<file path="src/rtl/pirq_pkg.sv">
`timescale 1ns/1ps
package pirq_pkg;
  localparam int NUM_FACT  = 8;
  localparam int NUM_CAND  = 4;
  localparam int SEL_W     = $clog2(NUM_CAND);
  localparam int DATA_W    = 8;
  localparam int ADDR_W    = 3;
  localparam int PIN_W     = NUM_FACT * NUM_CAND;
  localparam int SELV_W    = NUM_FACT * SEL_W;

  typedef enum logic [ADDR_W-1:0] {
    RA_SRC_LO = 3'd0,
    RA_SRC_HI = 3'd1,
    RA_SENSE  = 3'd2,
    RA_KIND   = 3'd3,
    RA_FLAGS  = 3'd4,
    RA_ENABLE = 3'd5
  } reg_addr_e;
endpackage

</file>
<file path="src/rtl/pirq_rst_sync.sv">
`timescale 1ns/1ps
module pirq_rst_sync (
  input  logic clk,
  input  logic rst_n,
  output logic rst_sync_n
);
  logic [1:0] stg_q;
  logic [1:0] stg_n;

  always_comb stg_n = {stg_q[0], 1'b1};

  always_ff @(posedge clk or negedge rst_n) begin
    if (!rst_n) stg_q <= 2'b00;
    else        stg_q <= stg_n;
  end

  assign rst_sync_n = stg_q[1];
endmodule

</file>
<file path="src/rtl/pirq_sync.sv">
`timescale 1ns/1ps
module pirq_sync #(
  parameter int W = 32
) (
  input  logic         clk,
  input  logic         rst_n,
  input  logic [W-1:0] d,
  output logic [W-1:0] q
);
  logic [W-1:0] s1_q, s2_q;
  logic [W-1:0] s1_n, s2_n;

  always_comb begin
    s1_n = d;
    s2_n = s1_q;
  end

  always_ff @(posedge clk or negedge rst_n) begin
    if (!rst_n) begin
      s1_q <= '0;
      s2_q <= '0;
    end else begin
      s1_q <= s1_n;
      s2_q <= s2_n;
    end
  end

  assign q = s2_q;
endmodule

</file>
<file path="src/rtl/pirq_detect.sv">
`timescale 1ns/1ps
module pirq_detect #(
  parameter int NF = 8,
  parameter int NC = 4
) (
  input  logic                      clk,
  input  logic                      rst_n,
  input  logic [NF*NC-1:0]          pins_s,
  input  logic [NF*$clog2(NC)-1:0]  sel_all,
  input  logic [NF-1:0]             sense,
  input  logic [NF-1:0]             kind_edge,
  input  logic                      cfg_wr,
  output logic [NF-1:0]             adj,
  output logic [NF-1:0]             edge_hit,
  output logic [NF-1:0]             lvl_hit
);
  localparam int SW = $clog2(NC);

  logic [NF-1:0] prev_q, prev_n;
  logic          mask_q, mask_n;

  for (genvar f = 0; f < NF; f++) begin : g_fact
    logic [NC-1:0] cand;
    logic [SW-1:0] pick;
    assign cand        = pins_s[f*NC +: NC];
    assign pick        = sel_all[f*SW +: SW];
    assign adj[f]      = cand[pick] ^ sense[f];
    assign edge_hit[f] = kind_edge[f] & adj[f] & ~prev_q[f] & ~mask_q;
    assign lvl_hit[f]  = ~kind_edge[f] & adj[f];
  end

  always_comb begin
    prev_n = adj;
    mask_n = cfg_wr;
  end

  always_ff @(posedge clk or negedge rst_n) begin
    if (!rst_n) begin
      prev_q <= '0;
      mask_q <= 1'b0;
    end else begin
      prev_q <= prev_n;
      mask_q <= mask_n;
    end
  end
endmodule

</file>
<file path="src/rtl/pirq_regs.sv">
`timescale 1ns/1ps
module pirq_regs
  import pirq_pkg::*;
(
  input  logic                clk,
  input  logic                rst_n,
  input  logic [ADDR_W-1:0]   bus_addr,
  input  logic                bus_we,
  input  logic [DATA_W-1:0]   bus_wdata,
  output logic [DATA_W-1:0]   bus_rdata,
  input  logic [NUM_FACT-1:0] edge_hit,
  input  logic [NUM_FACT-1:0] lvl_hit,
  output logic [SELV_W-1:0]   sel_all,
  output logic [NUM_FACT-1:0] sense,
  output logic [NUM_FACT-1:0] kind_edge,
  output logic [NUM_FACT-1:0] enable,
  output logic [NUM_FACT-1:0] flags,
  output logic                cfg_wr
);
  logic [DATA_W-1:0]   src_lo_q, src_hi_q, sense_q, kind_q, en_q;
  logic [DATA_W-1:0]   src_lo_n, src_hi_n, sense_n, kind_n, en_n;
  logic [NUM_FACT-1:0] flag_q, flag_n, clr_v;
  logic                wr_lo, wr_hi, wr_sense, wr_kind, wr_flag, wr_en;

  always_comb begin
    wr_lo    = bus_we && (bus_addr == RA_SRC_LO);
    wr_hi    = bus_we && (bus_addr == RA_SRC_HI);
    wr_sense = bus_we && (bus_addr == RA_SENSE);
    wr_kind  = bus_we && (bus_addr == RA_KIND);
    wr_flag  = bus_we && (bus_addr == RA_FLAGS);
    wr_en    = bus_we && (bus_addr == RA_ENABLE);
    cfg_wr   = wr_lo | wr_hi | wr_sense | wr_kind;
    clr_v    = wr_flag ? bus_wdata : '0;
  end

  always_comb begin
    src_lo_n = wr_lo    ? bus_wdata : src_lo_q;
    src_hi_n = wr_hi    ? bus_wdata : src_hi_q;
    sense_n  = wr_sense ? bus_wdata : sense_q;
    kind_n   = wr_kind  ? bus_wdata : kind_q;
    en_n     = wr_en    ? bus_wdata : en_q;
    // a transition event beats a clear; a held level yields for one cycle
    flag_n   = (flag_q & ~clr_v) | edge_hit | (lvl_hit & ~clr_v);
  end

  always_ff @(posedge clk or negedge rst_n) begin
    if (!rst_n) begin
      src_lo_q <= '0;
      src_hi_q <= '0;
      sense_q  <= '0;
      kind_q   <= '0;
      en_q     <= '0;
      flag_q   <= '0;
    end else begin
      src_lo_q <= src_lo_n;
      src_hi_q <= src_hi_n;
      sense_q  <= sense_n;
      kind_q   <= kind_n;
      en_q     <= en_n;
      flag_q   <= flag_n;
    end
  end

  always_comb begin
    case (bus_addr)
      RA_SRC_LO: bus_rdata = src_lo_q;
      RA_SRC_HI: bus_rdata = src_hi_q;
      RA_SENSE:  bus_rdata = sense_q;
      RA_KIND:   bus_rdata = kind_q;
      RA_FLAGS:  bus_rdata = flag_q;
      RA_ENABLE: bus_rdata = en_q;
      default:   bus_rdata = '0;
    endcase
  end

  assign sel_all   = {src_hi_q, src_lo_q};
  assign sense     = sense_q;
  assign kind_edge = kind_q;
  assign enable    = en_q;
  assign flags     = flag_q;

  // a flag only falls after a clear write to its bit
  assert_flag_hold_R6: assert property (@(posedge clk) disable iff (!rst_n)
    ((($past(flag_q) & ~flag_q) & ~$past(clr_v)) == '0));

  // a clear with no coincident transition event removes the bit
  assert_flag_clear_R6: assert property (@(posedge clk) disable iff (!rst_n)
    ((flag_q & $past(clr_v & ~edge_hit)) == '0));

  // a level hit not being cleared always shows as a flag
  assert_level_set_R4: assert property (@(posedge clk) disable iff (!rst_n)
    ((~flag_q & $past(lvl_hit & ~clr_v)) == '0));

  // a transition hit always shows as a flag
  assert_edge_set_R5: assert property (@(posedge clk) disable iff (!rst_n)
    ((~flag_q & $past(edge_hit)) == '0));
endmodule

</file>
<file path="src/rtl/pin_irq_gen.sv">
`timescale 1ns/1ps
module pin_irq_gen
  import pirq_pkg::*;
(
  input  logic                clk,
  input  logic                rst_n,
  input  logic [ADDR_W-1:0]   bus_addr,
  input  logic                bus_we,
  input  logic [DATA_W-1:0]   bus_wdata,
  output logic [DATA_W-1:0]   bus_rdata,
  input  logic [PIN_W-1:0]    cand_pins,
  output logic [NUM_FACT-1:0] irq_flags,
  output logic                irq_req
);
  logic                rst_sync_n;
  logic [PIN_W-1:0]    pins_s;
  logic [SELV_W-1:0]   sel_all;
  logic [NUM_FACT-1:0] sense, kind_edge, enable, flags;
  logic [NUM_FACT-1:0] adj, edge_hit, lvl_hit;
  logic                cfg_wr;

  pirq_rst_sync u_rst (
    .clk        (clk),
    .rst_n      (rst_n),
    .rst_sync_n (rst_sync_n)
  );

  pirq_sync #(.W(PIN_W)) u_sync (
    .clk   (clk),
    .rst_n (rst_sync_n),
    .d     (cand_pins),
    .q     (pins_s)
  );

  pirq_detect #(.NF(NUM_FACT), .NC(NUM_CAND)) u_det (
    .clk       (clk),
    .rst_n     (rst_sync_n),
    .pins_s    (pins_s),
    .sel_all   (sel_all),
    .sense     (sense),
    .kind_edge (kind_edge),
    .cfg_wr    (cfg_wr),
    .adj       (adj),
    .edge_hit  (edge_hit),
    .lvl_hit   (lvl_hit)
  );

  pirq_regs u_regs (
    .clk       (clk),
    .rst_n     (rst_sync_n),
    .bus_addr  (bus_addr),
    .bus_we    (bus_we),
    .bus_wdata (bus_wdata),
    .bus_rdata (bus_rdata),
    .edge_hit  (edge_hit),
    .lvl_hit   (lvl_hit),
    .sel_all   (sel_all),
    .sense     (sense),
    .kind_edge (kind_edge),
    .enable    (enable),
    .flags     (flags),
    .cfg_wr    (cfg_wr)
  );

  assign irq_flags = flags;
  assign irq_req   = |(flags & enable);

  // the cycle after a configuration write carries no transition event
  assert_no_spurious_R7: assert property (@(posedge clk) disable iff (!rst_sync_n)
    $past(cfg_wr) |-> (edge_hit == '0));

  // request falls only when the enabled flags were cleared or masked
  assert_req_source_R8: assert property (@(posedge clk) disable iff (!rst_sync_n)
    $fell(irq_req) |-> ($past(bus_we) && (($past(bus_addr) == RA_FLAGS) || ($past(bus_addr) == RA_ENABLE))));
endmodule

</file>
<file path="config.mk">
export PLATFORM = sky130hd
export DESIGN_NAME = pin_irq_gen
export DESIGN_NICKNAME = d
export VERILOG_FILES = /design/src/rtl/pirq_pkg.sv /design/src/rtl/pirq_rst_sync.sv /design/src/rtl/pirq_sync.sv /design/src/rtl/pirq_detect.sv /design/src/rtl/pirq_regs.sv /design/src/rtl/pin_irq_gen.sv
export SDC_FILE = /design/constraint.sdc
export NUM_CORES = 1
export LEC_CHECK = 0
export ABC_AREA = 1
export BUFFER_PORTS_ARGS = -buffer_cell sky130_fd_sc_hd__buf_2
export CORE_MARGIN = 1.5
export CORE_UTILIZATION = 65
export CTS_BUF_LIST = sky130_fd_sc_hd__clkbuf_4
export DETAILED_ROUTE_END_ITERATION = 6
export PLACE_DENSITY = 0.88
export SLEW_MARGIN = 20
export SYNTH_ARGS = -nofsm -noshare
export SYNTH_HDL_FRONTEND = slang
export SYNTH_HIERARCHICAL = 1
export SYNTH_SLANG_ARGS = --single-unit
</file>
<file path="constraint.sdc">
create_clock -name clk -period 9.66 [get_ports clk]
set_clock_uncertainty 0.15 [all_clocks]
set_input_delay 0.483 -clock clk [delete_from_list [all_inputs] [get_ports clk]]
set_output_delay 0.483 -clock clk [all_outputs]
set_load 0.05 [all_outputs]
</file>
Word level (Yosys, flattened, before mapping)
Cells that the tools add are included.
{ "classes": {"reduce_logical": 8, "muxes": 18, "magnitude_cmp": 8, "n_eq_ne": 5, "bitwise_logic": 66} }
{ "op_table": {"columns": ["operator", "n"], "rows": [
  ["8-bit one-hot mux with 6 select lines", 1],
  ["1-bit AND", 32],
  ["8-bit AND", 3],
  ["2-bit by 3-bit less-than comparator with 1-bit output (second input constant)", 8],
  ["1-bit NOT", 17],
  ["1-bit binary-select mux with 2-bit select", 8],
  ["8-bit OR", 2],
  ["1-bit two-way mux", 8],
  ["8-bit two-way mux", 1],
  ["8-bit NOT", 1],
  ["8-bit OR reduction", 1],
  ["1-bit bitwise XOR", 8],
  ["3-bit by 2-bit equality test with 1-bit output (second input constant)", 2],
  ["3-bit equality test (second input constant)", 2],
  ["1-bit logical AND", 6],
  ["3-bit by 1-bit equality test with 1-bit output (second input constant)", 1],
  ["3-bit logical NOT", 1],
  ["1-bit OR", 3]
]} }
{ "totals": {"out_inout_bits": 17, "reg_bits": 123, "inputBits": 46, "word_cells": 116} }

Logic depth before layout (Yosys ltp)
Gate-level depths: netlist of run 1.
{ "depth": {"ltp_word": 8, "mapped_depth": 10, "ltp_nobuf": 10} }

By module
Netlist of run 1, hierarchy kept.
{ "modules_own_cells": {"columns": ["module", "instances", "cells_per_inst", "area_each_um2", "seq_area_each_um2"], "rows": [
  ["pirq_regs", 1, 322, 2538.7, 1201.2],
  ["pirq_sync", 1, 64, 1601.5, 1601.5],
  ["pirq_detect", 1, 154, 940.9, 225.2],
  ["pin_irq_gen", 1, 15, 56.3, 0.0],
  ["pirq_rst_sync", 1, 3, 53.8, 50.0]
]} }

Worst setup path after synthesis of run 1
No wires, ideal clock.
{ "synth_path": {"path_kind": "input-to-output", "from": "input bus_addr[0]", "to": "output bus_rdata[6]", "path_stages": 7, "required_ps": 9027, "t_arrival_ps": 1492, "n_path_buf": 2, "setup_slack_ps": 7535, "cell_sequence": "buf_4 -> nor2_8 -> buf_2 -> nand3_1 -> nand2_1 -> nor2_1 -> nand2_1"} }
{ "synth_via": {"elab_chain_len": 2, "word_cells_on_any_way": 7, "classes_between": "eq/ne (5); mux (1); reduce/logical (1)"} }
{ "synth_lines": {"columns": ["item", "line", "text"], "rows": [
  ["from (decl)", "pin_irq_gen.sv:7", "input logic [ADDR_W-1:0] bus_addr,"],
  ["3-bit equality test, or another cell as far along", "pirq_regs.sv:65", "case (bus_addr)"],
  ["8-bit one-hot mux with 6 select lines *", "pirq_regs.sv:65", null],
  ["to (decl)", "pin_irq_gen.sv:10", "output logic [DATA_W-1:0] bus_rdata,"]
]} }
Every way passes the cells marked *; elsewhere a longest branch is shown, timed or not.

Worst setup path after layout of run 1
{ "layout_path": {"from": "input bus_addr[2]", "to": "output bus_rdata[4]"} }
Same word-level chain as after synthesis.

==> metrics.txt, run 1 <==
synthesized area=5190 sq um; 1st-pass router iterations=5; Worst Path Max Fanout=25; Sw Share=33.3%; vias in the first global route=approximately 4.3k; vias per cell=5.54; Synthesis Warnings=6; Die X=around 92 um; Iter 0 DRT Violations=589; worst skew pair latency=0.51 ns; post-CTS resize count=0; initial antenna violation count=0; Initial Util=67.2%; Clk pwr share=27.2%; Crit path largest cell delay=approximately 0.37 ns; clock slew seen by the registers of the worst setup and hold paths=0.10 ns; Critical Path Most Common Cell=nand2_1; GRT Overall Usage=32.3%; first-pass GRT wire length=around 21 mm; Reg2Reg Depth=1; combinational power share=20.3%; H-tree depth=4; hold_buf cts=33; final wirelength=~13 mm; Final Util=79.2%; CP max-delay cell=inv_2; Worst Hold Class=in2reg; register bit total from synthesis=123; worst reg2reg setup slack=7.92 ns; P_leak=3.10 nW; ANT nets after route=0; part of the power in registers=between 50% and 60%; status=finished clean; Layout area overhead=17.9%; I/O pin cnt=63; Residual DRC=0; GPL Wtd Cong=0.909; Pint=0.000810 W; via count=4267; fill count=502; Max clock buf depth=2; WL/cell=between 15 and 20 um; CP Data Arrival Time=between 1.5 and 2 ns; TNS Setup=0 ns; max-cap violations=0; data required time at the worst endpoint=9.03 ns; Cell Pwr Density=198 nW/um^2; Worst Tran Pin Value=0.927 ns; final hold violation count=0; Max Slew Vio Count=0; total grt overflow=0; clk sinks=123; layout cells sized above 1=23.1%; WS Path Type=in2out; CTS tree=built; min Tclk post-route=2.62 ns; Slew Limit Headroom=38.2%; Cell variety after synth=22; IO Port Bufs=62; maximum VDD drop=0.000117 V; row count=32; largest net degree at the start of global routing=75; RSZ-0062 raised after global routing=no; DIE AREA=8530 sq um; post-synthesis sequential area ratio=59.3%; clock root buffer=clkbuf_4; die height=92.4 um; FMAX=382 MHz; worst r2r src=u_rst/stg_q[1]$_DFF_PN0_; Critical Path End Type=output pin; launch point of the worst path=bus_addr[2]; Core ar.=between 7000 and 8000 sq um; worst path cell trace=buf_2 > inv_2 > nand2_2 > nor2_4 > nand2_1 > nand2_1 > inv_1 > nand2_1 > buf_2; nets@finish=704; Setup Buffers After CTS=0; syn avg cell area=9.30 sq um; worst r2r dst=u_sync/q[15]$_DFF_PN0_; CP Launch Type=input pin; final critical-path share of the clock period=27.1%; Sw Pwr=0.000405 W; cell count after synthesis=558; syn_nets=604; detailed placer's ending HPWL=7.53 mm; crit path to=bus_rdata[4]; ANT cells=0; CTS buffer count=17; final setup fails=0
-- cell usage in the layout (no fill, tap or decap) --
cell type,netlist,routed
nand2_4,1,1
or2_2,8,8
conb_1,1,1
buf_2,9,62
clkinvlp_4,0,2
clkinv_2,0,2
nand3_1,21,21
dfrtp_4,0,1
nand4_1,17,17
buf_4,2,1
bufinv_16,0,2
nor2_4,5,5
o21ai_0,5,5
o21ai_2,8,8
nand3_2,26,26
nand2_2,11,11
nor2_1,44,44
clkinv_1,0,3
o21ai_1,27,27
inv_1,60,60
clkinv_4,0,1
nor2_8,2,2
inv_2,2,2
clkbuf_4,0,19
dlygate4sd3_1,0,33
inv_4,1,1
nand2_1,181,181
dfrtp_1,123,122
-- power groups by stage --
stage,registers [W],logic [W],clock network [W]
after floorplan,0.000639,0.000162,0
after global placement,0.000641,0.000214,0
after detailed placement,0.000645,0.000227,0
after CTS,0.000635,0.000238,0.000333
after global routing,0.000646,0.000272,0.000358
final,0.000637,0.000247,0.000331
-- worst min path at each step --
stage | startpoint | end | slack [ns] | cells past startpoint
2_1_floorplan | rst_n | u_rst/stg_q[0]$_DFF_PN0_ | 0.04 | 0
3_3_place_gp | rst_n | u_rst/stg_q[0]$_DFF_PN0_ | 0.12 | 1
3_5_place_dp | rst_n | u_rst/stg_q[0]$_DFF_PN0_ | 0.12 | 1
4_1_cts | bus_wdata[6] | u_regs/enable[6]$_DFFE_PN0P_ | 0.06 | 3
5_1_grt | bus_wdata[3] | u_regs/enable[3]$_DFFE_PN0P_ | 0.08 | 3
6_report | bus_wdata[6] | u_regs/enable[6]$_DFFE_PN0P_ | 0.09 | 3
-- cell usage after synthesis --
master / number / area [sq um]
or2_2: 8 / 50.1
nand4_1: 17 / 106
nand3_2: 26 / 260
nor2_1: 44 / 165
inv_1: 60 / 225
nand2_2: 11 / 68.8
inv_4: 1 / 6.26
nand2_1: 181 / 679
nand2_4: 1 / 11.3
dfrtp_1: 123 / 3080
o21ai_2: 8 / 70.1
nor2_8: 2 / 40.0
nor2_4: 5 / 56.3
o21ai_0: 5 / 25.0
buf_2: 9 / 45.0
inv_2: 2 / 7.51
conb_1: 1 / 3.75
clkbuf_1: 1 / 3.75
nand3_1: 21 / 105
buf_6: 3 / 33.8
buf_4: 2 / 15.0
o21ai_1: 27 / 135
-- worst max-delay path: cells and delay by family --
family | cells | cell delay, ns
AND/OR/NAND/NOR | 5 | 0.55
buffers and inverters | 4 | 0.94
-- flip-flops by register name, summed over array words and instances (netlist names) --
register and cells:
u_sync/s1_q 32, u_det/mask_q 1, u_regs/src_hi_q 8, u_det/prev_q 8
u_regs/sense 8, u_regs/src_lo_q 8, u_rst/stg_q 2, u_regs/kind_edge 8
u_sync/q 32, u_regs/flags 8, u_regs/enable 8
-- cell type report --
class	count	area, sq um	share of cell area (%)
multi-input combinational	357	1780	29.0
clock inverter	10	105	1.72
timing repair buffer	96	648	10.6
inverter	63	239	3.90
tap	102	128	2.09
clock buffer	19	143	2.33
sequential	123	3080	50.3
-- metrics by stage --
stage                     setup WS, ns  std cells  instance area, sq um  hold WS, ns  power, W
after floorplan                   5.83        558                  5190       0.0374  0.000800
after global placement            7.22        708                  5540        0.118  0.000855
after detailed placement          7.18        708                  5540        0.122  0.000872
after CTS                         7.17        770                  6120       0.0621   0.00121
after global routing              6.95        770                  6120       0.0812   0.00127
final                             7.04        770                  6120       0.0907   0.00121
-- logic make-up (layout without fill, tap and decap cells) --
| kind of cell | count (synthesis) | count (layout) | share of synthesized area [%] |
|---|---|---|---|
| other | 1 | 1 | 0.0722 |
| flip-flops | 123 | 123 | 59.3 |
| AO/OA/AOI/OAI | 40 | 40 | 4.43 |
| buffers and inverters | 78 | 188 | 6.48 |
| AND/OR/NAND/NOR | 316 | 316 | 29.7 |
-- metal layers --
metal	GRT usage, %	wire length, um	up-vias
li1	-	-	1943
met1	40.0	4800	2029
met2	53.1	6230	236
met3	8.62	1010	59
met4	15.1	496	0
met5	0	0	-
Note: power is estimated with default switching activity, not from simulation.
==> run 2, diff against run 1 <==
CORE_UTILIZATION = 54   (was 65)
PLACE_DENSITY = 0.78   (was 0.88)
clock period = 2.2 ns   (was 9.66 ns; I/O delays follow)
==> metrics.txt, run 2 (synthesized netlist as in run 1, its figures left out) <==
status=finished clean; Pwr Total=0.00545 W (+350%); Max clock buf depth=2 (unchanged); clock slew seen by the registers of the worst setup and hold paths=0.11 ns (about the same); FMAX=just under 500 MHz; layout cells sized above 1=23.7% (+0.64 points); Cell Pwr Density=855 nW/um^2 (+330%); most frequent cells in the layout=181 x nand2_1, 122 x dfrtp_1, 62 x buf_2, 60 x inv_1, 46 x dlygate4sd3_1; worst path cell trace=dlygate4sd3_1 > buf_2 > inv_4 > nand2_2 > nor2_4 > nand2_1 > nand2_1 > inv_1 > nand2_1 > buf_2; H-tree depth=4 (unchanged); maximum VDD drop=0.000458 V (+290%); min Tclk post-route=just over 2 ns; largest net degree at the start of global routing=53 (-29%); Max Slew Vio Count=0 (unchanged); WL/cell=13.6 um (-17%); via count=4053 (-5.0%); Final Util=68.6% (-11 points); detailed placer's ending HPWL=7.73 mm (+2.7%); I/O pin cnt=63 (unchanged); first-pass GRT wire length=18.5 mm (-11%); row count=35 (+9.4%); worst skew pair latency=0.52 ns (about the same); GRT Overall Usage=24.0% (-8.4 points); vias per cell=4.96 (-10%); CP Launch Type=input pin; Worst Tran Pin Value=0.552 ns (-0.375 ns); Die X=101 um (+9.4%); nets@finish=721 (+2.4%); total grt overflow=0 (unchanged); CP Data Arrival Time=1.81 ns (-0.17 ns); initial antenna violation count=0 (unchanged); Critical Path Most Common Cell=nand2_1; 1st-pass router iterations=6 (+1); Slew Limit Headroom=63.2% (+25 points); clk sinks=123 (unchanged); CTS tree=built; RSZ-0062 raised after global routing=no; WS Path Type=in2out; Residual DRC=0 (unchanged); ANT nets after route=0 (unchanged); Setup Buffers After CTS=0 (unchanged); Iter 0 DRT Violations=273 (-54%); Core ar.=9280 sq um (+20%); IO Port Bufs=62 (unchanged); CP max-delay cell=dlygate4sd3_1; Critical Path End Type=output pin; Crit path largest cell delay=0.53 ns (+0.16 ns); commonest non-fill, non-tap cell in the layout=nand2_1; data required time at the worst endpoint=1.94 ns (-7.09 ns); final hold violation count=0 (unchanged); vias in the first global route=3914 (-9.4%); final wirelength=11.1 mm (-11%); clock root buffer=clkbuf_4; max-cap violations=0 (unchanged); die height=101 um (+9.4%); ANT cells=0 (unchanged); worst setup margin=0.128 ns (-6.92 ns); Layout area overhead=22.8%; final setup fails=0 (unchanged); P_leak=3.19 nW (+3.0%); GPL Wtd Cong=0.920 (+1.2%); final critical-path share of the clock period=94.2%; Worst Hold Class=in2reg; DIE AREA=10200 sq um (+20%); TNS Setup=0 ns (unchanged); Place WS=0.576 ns (-6.60 ns); Worst Path Max Fanout=25 (unchanged); CTS buffer count=17 (unchanged); Initial Util=55.9% (-11 points)
-- run 2: cell count changes in the layout (fill, tap and decap cells not counted), moves of 2 or more --
| cell | change |
|---|---|
| clkbuf_4 | -2 |
| clkinvlp_4 | +2 |
| inv_6 | +5 |
| buf_4 | +3 |
| dlygate4sd3_1 | +13 |
| clkinv_1 | -2 |
-- run 2: power by group --
part	switching (W)	internal, W	total (W)	leakage (nW)
combinational	0.000688	0.000394	0.00108	1.60
clock	0.000892	0.000694	0.00159	0.145
sequential	0.000256	0.00252	0.00278	1.45
-- run 2: path summary, 6_finish.rpt --
| kind | slack, ns | cells after the start | startpoint | to |
|---|---|---|---|---|
| max | 0.13 | 10 | bus_addr[2] | bus_rdata[6] |
| min | 0.08 | 2 | cand_pins[8] | u_sync/s1_q[8]$_DFF_PN0_ |
| max reg2reg | 0.61 | 10 | u_regs/src_hi_q[2]$_DFFE_PN0P_ | u_regs/flags[5]$_DFF_PN0_ |
| min reg2reg | 0.18 | 0 | u_rst/stg_q[1]$_DFF_PN0_ | u_sync/s1_q[2]$_DFF_PN0_ |
| max in group asynchronous | 1.06 | 1 | u_rst/stg_q[1]$_DFF_PN0_ | u_regs/kind_edge[6]$_DFFE_PN0P_ |
| min in group asynchronous | 0.18 | 0 | u_rst/stg_q[1]$_DFF_PN0_ | u_sync/s1_q[2]$_DFF_PN0_ |
-- run 2: per-stage QoR --
stage,instance area (sq um),hold slack [ns],std cells
floorplan,5190,-0.336,558
global placement,5620,-0.255,739
detailed placement,5620,-0.251,739
CTS,6370,0.0471,817
global route,6370,0.0294,817
finish,6370,0.0776,817
-- run 2: what timing repair did --
action / 4_1_cts / 5_1_grt
hold buffers: 46 / 0
endpoints found under the setup margin: 0 / 4
hold endpoints to repair: 83 / 0
gates resized for setup: 0 / 2
-- run 2: area by class of cell --
cell class	count	area, sq um
Clock buffer	17	128
Fill cell	738	2910
Multi-Input combinational cell	357	1780
Tap cell	129	161
Clock inverter	15	163
Sequential cell	123	3080
Inverter	63	241
Timing Repair Buffer	113	821
-- run 2: critical path, delay by kind of cell --
family	cells	cell delay, ns
buffers and inverters	5	1.24
and+or+nand+nor	5	0.44
-- run 2: routing by layer --
layer  share of wire, %  up-vias  wire length [um]  GRT usage, %
met4                1.9        0               207          7.26
li1                   -     1985                 -             -
met1                 43     1918              4760          30.6
met3                5.8       24               643          5.83
met2                 49      126              5490          40.5
met5                  0        -                 0             0
==> run 3, diff against run 2 <==
CORE_MARGIN = 3   (was 1.5)
==> metrics.txt, run 3 (synthesized netlist as in run 1, its figures left out) <==
Max Slew Vio Count=0 (unchanged); Critical Path End Type=output pin; final wirelength=11.2 mm (+1.2%); fin cells=812 (-0.61%); status=finished clean; initial antenna violation count=0 (unchanged); Sw Pwr=0.00174 W (-5.3%); Initial Util=55.9% (unchanged); worst path cell trace=nand4_1 > nand2_1 > nor2_1 > nand2_1 > buf_2; DIE AREA=10800 sq um (+6.0%); vias in the first global route=4055 (+3.6%); P_leak=3.18 nW (-0.28%); Residual DRC=0 (unchanged); combinational power share=19.8% (about the same); max-cap violations=0 (unchanged); Post-Place Cells=737 (-0.27%); min Tclk post-route=1.83 ns (-0.247 ns); GRT Overall Usage=22.4% (-1.6 points); Die X=104 um (+3.0%); Worst Path Buf+Inv=1 (-4); Slew Limit Headroom=65.4% (+2.2 points); ANT nets after route=0 (unchanged); CP Launch Type=flop; die height=104 um (+3.0%); I/O pin cnt=63 (unchanged); Sw Share=31.9% (-1.8 points); delay-heaviest family, CP=flip-flops; Critical Path Most Common Cell=nand2_1; Iter 0 DRT Violations=311 (+14%); CP max-delay cell=dfrtp_1; largest net degree at the start of global routing=50 (-5.7%); FMAX=548 MHz (+14%); Crit path largest cell delay=0.45 ns (-0.08 ns); final hold violation count=0 (unchanged); layout cells sized above 1=23.4% (-0.27 points); final critical-path share of the clock period=83.0% (-11 points); via count=4078 (+0.62%); most frequent cells in the layout=181 x nand2_1, 122 x dfrtp_1, 62 x buf_2, 60 x inv_1; Reg2Reg Depth=10 (unchanged); 1st-pass router iterations=6 (unchanged); ANT cells=0 (unchanged); post-CTS resize count=0 (unchanged); clk sinks=123 (unchanged); WL/cell=13.8 um (+1.8%); first-pass GRT wire length=19.4 mm (+4.7%); row count=35 (unchanged); final setup fails=0 (unchanged); CP Data Arrival Time=1.57 ns (-0.24 ns); IO Port Bufs=62 (unchanged); clock slew seen by the registers of the worst setup and hold paths=0.11 ns (about the same); Core ar.=9280 sq um (unchanged); Cell Pwr Density=858 nW/um^2 (+0.43%); Worst Path Max Fanout=4 (-84%); part of the power in registers=50.9% (about the same); commonest non-fill, non-tap cell in the layout=nand2_1; Max clock buf depth=2 (unchanged); detailed placer's ending HPWL=7.88 mm (+1.9%); Layout area overhead=22.3%; Min-Delay Path Depth=2 (unchanged); RSZ-0062 raised after global routing=no; total number of cells along the worst setup path=5 (-5); nets@finish=717 (-0.55%); CTS tree=built; Setup Buffers After CTS=0 (unchanged); Clk pwr share=29.2% (about the same); Worst Tran Pin Value=0.519 ns (-0.0326 ns); WS Path Type=reg2out; H-tree depth=4 (unchanged); data required time at the worst endpoint=1.94 ns (about the same); clock root buffer=clkbuf_4; GPL Wtd Cong=0.929 (+1.0%); TNS Setup=0 ns (unchanged); total grt overflow=0 (unchanged); Pint=0.00371 W (+2.8%); final hold slack=0.102 ns (+0.0246 ns); worst skew pair latency=0.48 ns (-0.04 ns); Worst Hold Class=in2reg; CTS buffer count=17 (unchanged); maximum VDD drop=0.000548 V (+20%); vias per cell=5.02 (+1.2%)
[run 3: cell types whose count changed in the layout (fill, tap and decap cells not counted), moves of 2 or more]
cell           delta
inv_6             -4
buf_4             -3
clkbuf_4          +2
clkinv_2          +2
dlygate4sd3_1     -2
[run 3: area by class of cell]
cell class	instances	area (sq um)
well taps	129	161
flip-flops and latches	123	3080
clock inverters	12	149
fillers	751	2940
clock buffers	19	143
multi-input cells	357	1780
inverters	63	239
repair buffers	109	798
[run 3: final timing paths]
kind	startpoint	endpoint	slack (ns)
setup / recovery	u_regs/src_hi_q[5]$_DFFE_PN0P_	bus_rdata[5]	0.37
max in group asynchronous	u_rst/stg_q[1]$_DFF_PN0_	u_regs/src_hi_q[7]$_DFFE_PN0P_	1.10
hold reg to reg	u_rst/stg_q[1]$_DFF_PN0_	u_sync/q[4]$_DFF_PN0_	0.15
min in group asynchronous	u_rst/stg_q[1]$_DFF_PN0_	u_sync/q[4]$_DFF_PN0_	0.15
setup reg to reg	u_regs/src_lo_q[6]$_DFFE_PN0P_	u_regs/flags[3]$_DFF_PN0_	0.60
hold / removal	cand_pins[13]	u_sync/s1_q[13]$_DFF_PN0_	0.10
[run 3: metrics by stage]
step / util [%] / setup WS, ns / area (sq um) / total power, W
floorplan: - / 0.736 / 5190 / 0.00351
global placement: 60.5 / 0.517 / 5620 / 0.00377
detailed placement: 60.5 / 0.468 / 5620 / 0.00383
CTS: 68.4 / 0.374 / 6350 / 0.00548
global route: 68.4 / 0.264 / 6350 / 0.00577
finish: 68.4 / 0.375 / 6350 / 0.00545
[run 3: per-layer routing]
metal  share of wire [%]  GRT usage, %  vias to the layer above
met5                   0             0                        -
met4                 1.4          6.36                        0
met3                 7.0          5.83                       17
met2                  50          37.3                      159
met1                  42          29.0                     1931
li1                    -             -                     1971
[run 3: what timing repair did]
item / 4_1_cts / 5_1_grt
endpoints found under the setup margin: 0 / 0
hold buffers: 44 / 0
endpoints found under the hold margin: 83 / 0
[run 3: power by group through the flow]
stage / Combinational (W) / Sequential [W] / Clock (W)
after floorplan: 0.000710 / 0.00280 / 0
after global placement: 0.000966 / 0.00281 / 0
after detailed placement: 0.00101 / 0.00282 / 0
after CTS: 0.00107 / 0.00278 / 0.00163
after global routing: 0.00121 / 0.00281 / 0.00174
final: 0.00108 / 0.00278 / 0.00159
